$ cat src/rtl/uspi_pkg.sv
package uspi_pkg;
   localparam int FRAME_W  = 16;
   localparam int BODY_W   = 14;
   localparam int RXW_W    = 10;   // {ferr, par, data[7:0]}
   localparam int CNT_W    = $clog2(FRAME_W + 1);

   typedef enum logic [1:0] {
      CMD_RD_DATA = 2'b00,
      CMD_RD_CFG  = 2'b01,
      CMD_WR_DATA = 2'b10,
      CMD_WR_CFG  = 2'b11
   } cmd_e;

   // configuration field positions
   localparam int CF_FIFO_OFF = 13;
   localparam int CF_SHDN     = 12;
   localparam int CF_IRQ_HI   = 11;
   localparam int CF_IRQ_LO   = 8;
   localparam int CF_IRDA     = 7;
   localparam int CF_STOP2    = 6;
   localparam int CF_PAR_EN   = 5;
   localparam int CF_LEN7     = 4;
   localparam int CF_BAUD_HI  = 3;

   // data frame field positions
   localparam int DF_NOTX     = 10;
   localparam int DF_RTS      = 9;
   localparam int DF_PAR      = 8;
endpackage

$ cat src/rtl/uspi_sync.sv
module uspi_sync #(
   parameter int            WIDTH   = 1,
   parameter int            STAGES  = 2,
   parameter logic [WIDTH-1:0] RST_VAL = '0
) (
   input  logic             clk,
   input  logic             rst_n,
   input  logic [WIDTH-1:0] din,
   output logic [WIDTH-1:0] dout
);
   if (STAGES < 2) begin : g_bad_stages
      $error("uspi_sync: STAGES must be at least 2");
   end

   logic [WIDTH-1:0] chain [STAGES];

   for (genvar s = 0; s < STAGES; s++) begin : g_stage
      always_ff @(posedge clk or negedge rst_n) begin
         if (!rst_n) chain[s] <= RST_VAL;
         else if (s == 0) chain[s] <= din;
         else chain[s] <= chain[(s == 0) ? 0 : s-1];
      end
   end

   assign dout = chain[STAGES-1];
endmodule

$ cat src/rtl/uspi_rxq.sv
module uspi_rxq #(
   parameter int DEPTH = 4,
   parameter int W     = 10,
   localparam int LW   = $clog2(DEPTH + 1)
) (
   input  logic          clk,
   input  logic          rst_n,
   input  logic          single,
   input  logic          push,
   input  logic [W-1:0]  din,
   input  logic          pop,
   output logic [W-1:0]  dout,
   output logic [LW-1:0] level
);
   if (DEPTH < 1) begin : g_bad_depth
      $error("uspi_rxq: DEPTH must be at least 1");
   end

   if (DEPTH == 1) begin : g_reg
      logic         held;
      logic [W-1:0] hold_q;
      logic         unused_single;
      assign unused_single = single;

      always_ff @(posedge clk or negedge rst_n) begin
         if (!rst_n) begin
            held   <= 1'b0;
            hold_q <= '0;
         end else if (push && !held) begin
            held   <= 1'b1;
            hold_q <= din;
         end else if (pop) begin
            held   <= 1'b0;
         end
      end
      assign dout  = hold_q;
      assign level = LW'(held);
   end else begin : g_ring
      localparam int PW = $clog2(DEPTH);
      logic [W-1:0]  mem [DEPTH];
      logic [PW-1:0] rd_q, wr_q;
      logic [LW-1:0] lvl_q;
      logic          full, push_ok, pop_ok;

      assign full    = single ? (lvl_q != '0) : (lvl_q == LW'(DEPTH));
      assign push_ok = push && !full;
      assign pop_ok  = pop && (lvl_q != '0);

      always_ff @(posedge clk or negedge rst_n) begin
         if (!rst_n) begin
            rd_q  <= '0;
            wr_q  <= '0;
            lvl_q <= '0;
         end else begin
            if (push_ok)
               wr_q <= (wr_q == PW'(DEPTH-1)) ? '0 : wr_q + 1'b1;
            if (pop_ok)
               rd_q <= (rd_q == PW'(DEPTH-1)) ? '0 : rd_q + 1'b1;
            lvl_q <= lvl_q + LW'(push_ok) - LW'(pop_ok);
         end
      end

      always_ff @(posedge clk) begin
         if (push_ok) mem[wr_q] <= din;
      end

      assign dout  = mem[rd_q];
      assign level = lvl_q;
   end
endmodule

$ cat src/rtl/uspi_link.sv
module uspi_link
   import uspi_pkg::*;
(
   input  logic               clk,
   input  logic               rst_n,
   input  logic               sclk_s,
   input  logic               csn_s,
   input  logic               mosi_s,
   input  logic               st_r,
   input  logic               st_t,
   input  logic [BODY_W-1:0]  cfg_now,
   input  logic [BODY_W-1:0]  dat_now,
   output logic               miso,
   output logic               frm_start,
   output logic               frm_done,
   output logic [FRAME_W-1:0] frm_word,
   output logic               snap_r,
   output logic               snap_t
);
   logic               sclk_q, csn_q, active, is_cfg;
   logic [CNT_W-1:0]   rise_n, fall_n;
   logic [FRAME_W-2:0] in_sr;
   logic [BODY_W-1:0]  cfg_snap, dat_snap, body;
   logic [CNT_W-1:0]   pos;
   logic               rise, fall;

   assign frm_start = csn_q && !csn_s;
   assign rise      = active && !csn_s && sclk_s && !sclk_q;
   assign fall      = active && !csn_s && !sclk_s && sclk_q;

   always_ff @(posedge clk or negedge rst_n) begin
      if (!rst_n) begin
         sclk_q   <= 1'b0;
         csn_q    <= 1'b1;
         active   <= 1'b0;
         is_cfg   <= 1'b0;
         rise_n   <= '0;
         fall_n   <= '0;
         in_sr    <= '0;
         cfg_snap <= '0;
         dat_snap <= '0;
         snap_r   <= 1'b0;
         snap_t   <= 1'b0;
         frm_done <= 1'b0;
         frm_word <= '0;
      end else begin
         sclk_q   <= sclk_s;
         csn_q    <= csn_s;
         frm_done <= 1'b0;
         if (frm_start) begin
            active   <= 1'b1;
            is_cfg   <= 1'b0;
            rise_n   <= '0;
            fall_n   <= '0;
            snap_r   <= st_r;
            snap_t   <= st_t;
            cfg_snap <= cfg_now;
            dat_snap <= dat_now;
         end else if (csn_s) begin
            active <= 1'b0;
         end else begin
            if (rise && rise_n < CNT_W'(FRAME_W)) begin
               in_sr  <= {in_sr[FRAME_W-3:0], mosi_s};
               rise_n <= rise_n + 1'b1;
               if (rise_n == CNT_W'(1))
                  is_cfg <= mosi_s;
               if (rise_n == CNT_W'(FRAME_W-1)) begin
                  frm_done <= 1'b1;
                  frm_word <= {in_sr, mosi_s};
               end
            end
            if (fall && fall_n < CNT_W'(FRAME_W-1))
               fall_n <= fall_n + 1'b1;
         end
      end
   end

   assign body = is_cfg ? cfg_snap : dat_snap;
   assign pos  = CNT_W'(FRAME_W-1) - fall_n;

   always_comb begin
      if (!active || csn_s)           miso = 1'b0;
      else if (fall_n == '0)          miso = snap_r;
      else if (fall_n == CNT_W'(1))   miso = snap_t;
      else                            miso = body[pos[$clog2(BODY_W)-1:0]];
   end
endmodule

$ cat src/rtl/uspi_front.sv
module uspi_front
   import uspi_pkg::*;
#(
   parameter int RX_DEPTH    = 4,
   parameter int SYNC_STAGES = 2
) (
   input  logic       clk,
   input  logic       rst_n,
   input  logic       spi_sclk_i,
   input  logic       spi_cs_n_i,
   input  logic       spi_mosi_i,
   output logic       spi_miso_o,
   output logic       cfg_fifo_off_o,
   output logic       cfg_shdn_o,
   output logic [3:0] cfg_irq_en_o,
   output logic       cfg_irda_o,
   output logic       cfg_stop2_o,
   output logic       cfg_par_en_o,
   output logic       cfg_len7_o,
   output logic [3:0] cfg_baud_o,
   output logic [8:0] tx_word_o,
   output logic       tx_pend_o,
   input  logic       tx_take_i,
   output logic       rts_o,
   input  logic       rx_push_i,
   input  logic [7:0] rx_data_i,
   input  logic       rx_par_i,
   input  logic       rx_ferr_i,
   input  logic       cts_i
);
   localparam int LW = $clog2(RX_DEPTH + 1);

   if (RX_DEPTH < 1 || RX_DEPTH > 64) begin : g_bad_depth
      $error("uspi_front: RX_DEPTH out of range");
   end

   logic [3:0]          pins_s;
   logic                sclk_s, csn_s, mosi_s, cts_s;
   logic                frm_start, frm_done, snap_r, snap_t;
   logic [FRAME_W-1:0]  frm_word;
   logic [BODY_W-1:0]   cfg_q, dat_now;
   logic [RXW_W-1:0]    rx_head;
   logic [LW-1:0]       rx_level;
   logic                rx_pop, rx_any;
   cmd_e                cmd;

   uspi_sync #(.WIDTH(4), .STAGES(SYNC_STAGES), .RST_VAL(4'b0100)) u_sync (
      .clk  (clk),
      .rst_n(rst_n),
      .din  ({spi_sclk_i, spi_cs_n_i, spi_mosi_i, cts_i}),
      .dout (pins_s)
   );
   assign {sclk_s, csn_s, mosi_s, cts_s} = pins_s;

   assign rx_any  = (rx_level != '0);
   assign dat_now = rx_any ? {3'b000, rx_head[9], cts_s, rx_head[8], rx_head[7:0]}
                           : {4'b0000, cts_s, 9'b0};

   uspi_link u_link (
      .clk      (clk),
      .rst_n    (rst_n),
      .sclk_s   (sclk_s),
      .csn_s    (csn_s),
      .mosi_s   (mosi_s),
      .st_r     (rx_any),
      .st_t     (!tx_pend_o),
      .cfg_now  (cfg_q),
      .dat_now  (dat_now),
      .miso     (spi_miso_o),
      .frm_start(frm_start),
      .frm_done (frm_done),
      .frm_word (frm_word),
      .snap_r   (snap_r),
      .snap_t   (snap_t)
   );

   assign cmd    = cmd_e'(frm_word[FRAME_W-1:FRAME_W-2]);
   assign rx_pop = frm_done && !frm_word[FRAME_W-2] && snap_r;

   uspi_rxq #(.DEPTH(RX_DEPTH), .W(RXW_W)) u_rxq (
      .clk   (clk),
      .rst_n (rst_n),
      .single(cfg_q[CF_FIFO_OFF]),
      .push  (rx_push_i),
      .din   ({rx_ferr_i, rx_par_i, rx_data_i}),
      .pop   (rx_pop),
      .dout  (rx_head),
      .level (rx_level)
   );

   always_ff @(posedge clk or negedge rst_n) begin
      if (!rst_n) begin
         cfg_q     <= '0;
         rts_o     <= 1'b0;
         tx_word_o <= '0;
         tx_pend_o <= 1'b0;
      end else begin
         if (tx_take_i) tx_pend_o <= 1'b0;
         if (frm_done) begin
            case (cmd)
               CMD_WR_CFG: cfg_q <= frm_word[BODY_W-1:0];
               CMD_WR_DATA: begin
                  rts_o <= frm_word[DF_RTS];
                  if (!frm_word[DF_NOTX] && snap_t) begin
                     tx_word_o <= frm_word[DF_PAR:0];
                     tx_pend_o <= 1'b1;
                  end
               end
               default: ;
            endcase
         end
      end
   end

   assign cfg_fifo_off_o = cfg_q[CF_FIFO_OFF];
   assign cfg_shdn_o     = cfg_q[CF_SHDN];
   assign cfg_irq_en_o   = cfg_q[CF_IRQ_HI:CF_IRQ_LO];
   assign cfg_irda_o     = cfg_q[CF_IRDA];
   assign cfg_stop2_o    = cfg_q[CF_STOP2];
   assign cfg_par_en_o   = cfg_q[CF_PAR_EN];
   assign cfg_len7_o     = cfg_q[CF_LEN7];
   assign cfg_baud_o     = cfg_q[CF_BAUD_HI:0];
endmodule

$ cat config.mk
export PLATFORM = sky130hd
export DESIGN_NAME = uspi_front
export DESIGN_NICKNAME = d
export VERILOG_FILES = /design/src/rtl/uspi_pkg.sv /design/src/rtl/uspi_sync.sv /design/src/rtl/uspi_rxq.sv /design/src/rtl/uspi_link.sv /design/src/rtl/uspi_front.sv
export SDC_FILE = /design/constraint.sdc
export NUM_CORES = 1
export LEC_CHECK = 0
export CAP_MARGIN = 20
export CORE_ASPECT_RATIO = 0.6
export CORE_MARGIN = 2
export CORE_UTILIZATION = 25
export DETAILED_ROUTE_END_ITERATION = 8
export PLACE_DENSITY = 0.48
export SLEW_MARGIN = 25
export SYNTH_ARGS = -nofsm -noshare
export SYNTH_HDL_FRONTEND = slang
export SYNTH_SLANG_ARGS = --single-unit
export TNS_END_PERCENT = 10
$ cat constraint.sdc
create_clock -name clk -period 3.9 [get_ports clk]
set_input_delay 0.78 -clock clk [delete_from_list [all_inputs] [get_ports clk]]
set_output_delay 0.78 -clock clk [all_outputs]
set_load 0.005 [all_outputs]
Yosys cells after proc, flatten, opt, wreduce, memory -nomap -nowiden
Memory sizes are Yosys's and may differ from the RTL's.
Index checks and enable logic that the tools add are counted.

word-level totals
  register bits after elaboration = 116
  RAM bits = 40
  output and inout port bits = 26
  logic and storage cells = 112
  memories kept = 1

cells by class
  add/sub/neg operators = 7
  order comparisons = 3
  equal/unequal tests = 9
  mux-type cells = 32
  bitwise gates (word level) = 2
  reductions and logical operators = 36

memory list
  name              depth  width  rd ports  clocked after memory_dff  wr ports  RTL line        text
  u_rxq.g_ring.mem  4      10     1         0                         1         uspi_rxq.sv:40  logic [W-1:0] mem [DEPTH];

operators with widths
  cell                                                 count
  2-to-1 mux 5 bit                                     6
  2-to-1 mux 1 bit                                     21
  2-to-1 mux 14 bit                                    1
  logical AND 1 bit                                    13
  2-to-1 mux 11 bit                                    1
  adder 5 x 1 -> 5 bit, second input constant          2
  equality test 5 x 1 -> 1 bit, second input constant  2
  AND reduction 3 bit                                  3
  equality test 2 bit, second input constant           4
  logical NOT 1 bit                                    8
  AND reduction 2 bit                                  4
  nonzero test 2 bit                                   4
  equality test 5 x 4 -> 1 bit, second input constant  1
  logical NOT 5 bit                                    1
  < comparator 4 x 5 -> 1 bit, second input constant   1
  < comparator 5 x 4 -> 1 bit, second input constant   1
  < comparator 5 bit, second input constant            1
  adder 2 x 1 -> 2 bit, second input constant          2
  binary-select mux 1 bit (select 4 bit)               1
  2-to-1 mux 2 bit                                     2
  AND reduction 4 bit                                  1
  subtractor 4 bit, first input constant               1
  adder 3 x 1 -> 3 bit                                 1
  equality test 3 bit, second input constant           1
  5 further kinds                                      6

Longest topological paths before layout
Gate-level depths: netlist (run 1).

  depth after elaboration = 8
  depth in mapped cells = 7
  mapped depth without buffers = 7

Hierarchy
A second synthesis (run 1) with hierarchy kept.

second synthesis, totals
  cells, all modules = 442
  area, all modules = 6481.2 µm²

modules (own cells, without submodules)
  module      instances  cells an instance  area an instance (µm²)  sequential area each (µm²)
  uspi_link   1          269                3324.4                  1903.1
  uspi_rxq    1          90                 1884.3                  1376.3
  uspi_front  1          71                 1039.7                  625.6
  uspi_sync   1          12                 232.7                   202.7

Worst setup path before layout (run 1)
Ideal clock, no wire load.

  kind = reg2out
  from = register u_link.fall_n[1]
  to = output spi_miso_o
  data arrival time = 1.800 ns
  required time = 3.120 ns
  slack = 1.320 ns
  stages on the path, launching flop included = 8
  buffers on the path = 1
  cell sequence = dfrtp_1 > clkbuf_1 > inv_1 > ha_1 > nand3b_1 > a2111oi_4 > nor3_1 > a211oi_2

between the ends
  cells in the longest elaborated chain, start to end = 6
  elaborated cells between the ends (all ways) = 8
  classes of those cells = add/sub (1); eq/ne (1); mux (5); reduce/logical (1)

RTL lines
  item                                    RTL line          text
  start: declaration                      uspi_link.sv:21   logic [CNT_W-1:0] rise_n, fall_n;
  start signal: assignment                uspi_link.sv:73   fall_n <= fall_n + 1'b1;
  subtractor 4 bit                        uspi_link.sv:79   assign pos = CNT_W'(FRAME_W-1) - fall_n;
  binary-select mux 1 bit (select 4 bit)  uspi_link.sv:85   else miso = body[pos[$clog2(BODY_W)-1:0]];
  2-to-1 mux 1 bit (implied by the code)  uspi_link.sv:85
  2-to-1 mux 1 bit                        uspi_link.sv:84   else if (fall_n == CNT_W'(1)) miso = snap_t;
  2-to-1 mux 1 bit *                      uspi_link.sv:83   else if (fall_n == '0) miso = snap_r;
  2-to-1 mux 1 bit *                      uspi_link.sv:82   if (!active || csn_s) miso = 1'b0;
  end: declaration                        uspi_front.sv:12  output logic spi_miso_o,

Every way passes the cells marked *; elsewhere a longest branch is shown, timed or not. The select of a mux whose other input is x is not followed.

Worst setup path after layout (run 1)
Ends and elaborated chain as after synthesis.

==> results of run 1 <==
-- state kept, by name, indices dropped and copies added, names as in the netlist --
register / flops
u_link.frm_done: 1
u_link.csn_q: 1
u_link.frm_word: 16
u_rxq.g_ring.rd_q: 2
u_link.active: 1
u_link.dat_snap: 11
tx_pend_o: 1
u_link.cfg_snap: 14
u_sync.dout: 4
u_rxq.g_ring.wr_q: 2
u_link.in_sr: 15
cfg_q: 14
rts_o: 1
u_link.sclk_q: 1
u_rxq.level: 3
tx_word_o: 9
u_link.fall_n: 5
u_link.is_cfg: 1
u_rxq.g_ring.mem: 40
u_link.snap_r: 1
u_sync.chain: 4
u_link.rise_n: 5
u_link.snap_t: 1
-- cells in the final DEF (no fill, tap or decap), types with 3 or more instances in the layout --
master / count
nand3_1: 5
inv_1: 14
mux2_2: 57
clkbuf_16: 17
nor2b_1: 5
and2_1: 3
and3_1: 7
o21ai_0: 9
mux2i_1: 3
clkdlybuf4s50_1: 42
edfxtp_1: 40
mux4_2: 15
ha_1: 13
dfstp_2: 3
clkinv_4: 5
nor2_1: 14
nand3b_1: 4
a22o_1: 10
nand2_1: 53
xor2_1: 3
dfrtp_1: 109
buf_4: 6
-- synth_stat cells, types with 2 or more instances --
master,count
dfrtp_1,110
mux2_2,57
nand2_1,53
edfxtp_1,40
mux4_2,15
inv_1,14
nor2_1,14
ha_1,13
a22o_1,10
clkbuf_1,10
o21ai_0,9
and3_1,7
buf_2,6
nand3_1,5
nor2b_1,5
nand3b_1,4
and2_1,3
dfstp_2,3
mux2i_1,3
xor2_1,3
a21o_1,2
a41oi_1,2
mux2_1,2
nand4_1,2
nor3_1,2
nor3b_1,2
o21bai_1,2
xnor2_1,2
-- where the power goes --
group	switching [W]	total (W)	internal, W	leakage [nW]
clock network	0.000662	0.00160	0.000940	0.269
logic	0.0000658	0.000124	0.0000587	1.11
registers	0.0000331	0.00171	0.00167	1.88
-- worst max path at each step --
stage,endpoint,slack [ns],from,depth (start not counted)
after floorplan,spi_miso_o,1.32,u_link.fall_n[1]$_DFFE_PN0P_,7
after global placement,spi_miso_o,0.67,u_link.fall_n[0]$_DFFE_PN0P_,7
after detailed placement,spi_miso_o,0.57,u_link.fall_n[0]$_DFFE_PN0P_,7
after CTS,spi_miso_o,0.09,u_link.fall_n[0]$_DFFE_PN0P_,7
after global routing,spi_miso_o,0.04,u_link.fall_n[1]$_DFFE_PN0P_,7
final,spi_miso_o,0.22,u_link.fall_n[1]$_DFFE_PN0P_,7
-- final cells by class --
class | count | area (sq um) | share of cell area [%]
Timing Repair Buffer | 48 | 465 | 6.17
Multi-Input combinational cell | 233 | 2020 | 26.7
Tap cell | 322 | 403 | 5.34
Inverter | 14 | 52.6 | 0.696
Sequential cell | 153 | 4030 | 53.5
Clock inverter | 14 | 150 | 1.99
Clock buffer | 17 | 425 | 5.64
-- routing by layer --
layer  wire length (microns)  GRT usage [%]  vias to the layer above
met2                    5430           15.1                       44
met4                     218           4.05                        0
met1                    6730           15.5                     1808
li1                        -              -                     1602
met5                       0              0                        -
met3                     452           3.60                       19
-- worst max-delay path, cell delays in order (launching register included) --
cell and delay [ns]:
dfrtp_1 0.56, inv_1 0.14, ha_1 0.23, nand3b_1 0.21, a2111oi_4 0.39, nor3_1 0.11
a211oi_2 0.28, clkdlybuf4s50_1 0.55
-- cell families (layout without fill, tap and decap cells) --
family / count (synthesis) / after routing
xor gates and xnor gates: 5 / 5
DFF: 153 / 153
muxes: 77 / 77
buffers and inverters: 30 / 93
AOI/OAI and AO/OA: 33 / 33
adders and majority gates: 14 / 14
and+or+nand+nor: 104 / 104
-- stage by stage --
step | hold WS, ns | instance area [sq um] | power, W | setup slack (ns) | util [%]
2_1_floorplan | 0.331 | 6170 | 0.00179 | 1.32 | -
3_3_place_gp | 0.341 | 6970 | 0.00186 | 0.675 | 28.8
3_5_place_dp | 0.337 | 6970 | 0.00187 | 0.573 | 28.8
4_1_cts | 0.351 | 7540 | 0.00349 | 0.0940 | 31.1
5_1_grt | 0.369 | 7550 | 0.00357 | 0.0413 | 31.2
6_report | 0.350 | 7550 | 0.00343 | 0.217 | 31.2
-- what timing repair did --
action                                 CTS  global route
setup endpoints to repair                0             1
resized for setup                        0             1
endpoints found under the hold margin    0             0
==> out/summary.md, run 1 <==
The flow ran to the end, and the final reports show no timing, DRC or antenna violations. The port buffer count is 43. The logs give 0 for the number of pins with negative max-slew slack in the final report and 41.6% for the headroom to the max-slew limit. Area of the core region: 24200 sq um. The clock net in this run drives a total of 153 sinks.

The repair_antennas step left the layout with diodes totalling 0. For this design the static power due to leakage is 3.25 nW. The via count came out at 3473. The endpoint arrival time on the critical path is 2.90 ns, and the synthesized-area fraction occupied by ao, oa, aoi and oai cells is 4.18%. TritonCTS created 17 clock buffers. Number of detailed-routing iterations run before antenna repair: 4.

Timing would allow up to 272 MHz. The synthesized netlist devotes 0.710% of its cell area to XOR and XNOR gates. The tools report the overall global routing resource usage as 10.8%. The total overflow left after global routing is 0. Slack of the worst reg-to-reg path: 1.73 ns.

The synthesis-to-finish area growth works out to 22.3%. The total negative setup slack was 0 ns; the number of enable flip-flop cells after synthesis was 40. For this run, the number of standard cells in the final layout without fillers is 801. Power spread over the standard cell area amounts to 455 nW/um^2.

The tools report the first-pass GRT wire length as 20.9 mm. The tools report the final routed DRC violation total as 0. For the worst-skew pair, the clock arrives at the later sink with an insertion delay of 0.42 ns.

In this run the deepest clock path goes through 2 buffers. The number of hold buffers added after CTS was 0. TritonCTS built the clock tree. The top cell type by total area after synthesis is dfrtp_1.

The post-route netlist has 24.6% of its cells at a drive strength greater than 1. For this run, asynchronously set or reset flops after synthesis account for 73.9%. The root buffer cell is clkbuf_16. Count of antenna-violating nets left after detailed routing: 0.

For this run, the number of Yosys warnings is 0. STA classifies the critical path startpoint as a flip-flop. The routed design could run at a clock period as short as 3.68 ns. In the final routed layout, each cell accounts on average for 16.0 microns. The actual transition at the worst max-transition pin was 0.874 ns; the pin count of the biggest net entering global routing was 45. The run gives 6170 sq um as the combined area of all synthesized cells. The largest fanout on the critical path was 11; the weighted congestion at the end of routability-driven global placement was 0.745.

Type of the worst min-delay path: in -> async. The logs give 44 for the number of unique standard cell types used by synthesis and 65.4% for the sequential element share of the synthesized area. Clock skew on the completed layout was measured at 0.00638 ns.

The endpoint required time on the critical path was 3.12 ns. In this run, the number of DRC markers left after iteration 0 of detailed routing was 137. For this run, the leading register cell type out of synthesis is dfrtp_1.

Setup repair after global routing left no endpoint under its margin. By area the synthesized netlist is led by dfrtp_1 45%, edfxtp_1 19%, mux2_2 10%, mux4_2 5.5%, nand2_1 3.2%. For the maximum vdd drop, the log shows 166 uV. Once placement completed, the tool counted placed cells totaling 770. The total setup violations reported at the end of the flow was 0; the number of vias per cell was 4.34. The floorplan die height was 126 microns; the area of the die was 26000 sq um. When the netlist entered floorplanning its net count stood at 448. The floorplan row count is 44. After synthesis, the largest area contributor takes up 44.6% of total cell area.

Combinational family with the most area after synthesis: multiplexers. The synthesized area per cell is 14.8 sq um, and the post-CTS setup-driven buffer insertion count is 0. Number of antenna violations at the first check in global routing: 0. Of the total synthesized cell area, the portion taken by full adders, half adders and majority gates is 2.96%. The worst path uses 94.4% of the clock period. The synthesized netlist devotes 8.09% of its cell area to simple gates. The filler cell count in the final layout is 2411. Synthesis produced 416 cells. The setup path with the least slack is of type reg -> out.

44 I/O pins were placed. The H-tree generated during clock tree synthesis spans 4 levels. Half-perimeter wire length of the detailed placement result: 8.92 mm.

After synthesis, the share of cell area in mux cells is 16.7%. Summed over all layers, the routed wires come to 12.8 mm. The run gives 0 as the number of violations of the max-capacitance limit. Once the floorplan was initialized, standard cells occupied 25.5% of the core. The via count of the first global-routing pass was 3735.

Final-report hold violation count: 0. The count of nets after finishing was 499; the depth of the most critical reg-to-reg path was 7. Synthesis inferred 153 register bits.

The overall die width came out at 207 microns. The kind of capture point of the worst setup path is a primary output. The clock input transition at the sequential cells of the worst setup and hold paths works out to 0.06 ns.

The launch point of the worst reg-to-reg path was u_rxq.level[1]$_DFF_PN0_. The endpoint of the worst register-to-register path was u_rxq.level[2]$_DFF_PN0_.
No activity file was read; power rests on OpenSTA's default activity.
==> run 2: changes to the inputs <==
- SLEW_MARGIN: 25 -> 20
==> results of run 2 <==
The final DEF is identical to that of run 1; final timing and power are the same.
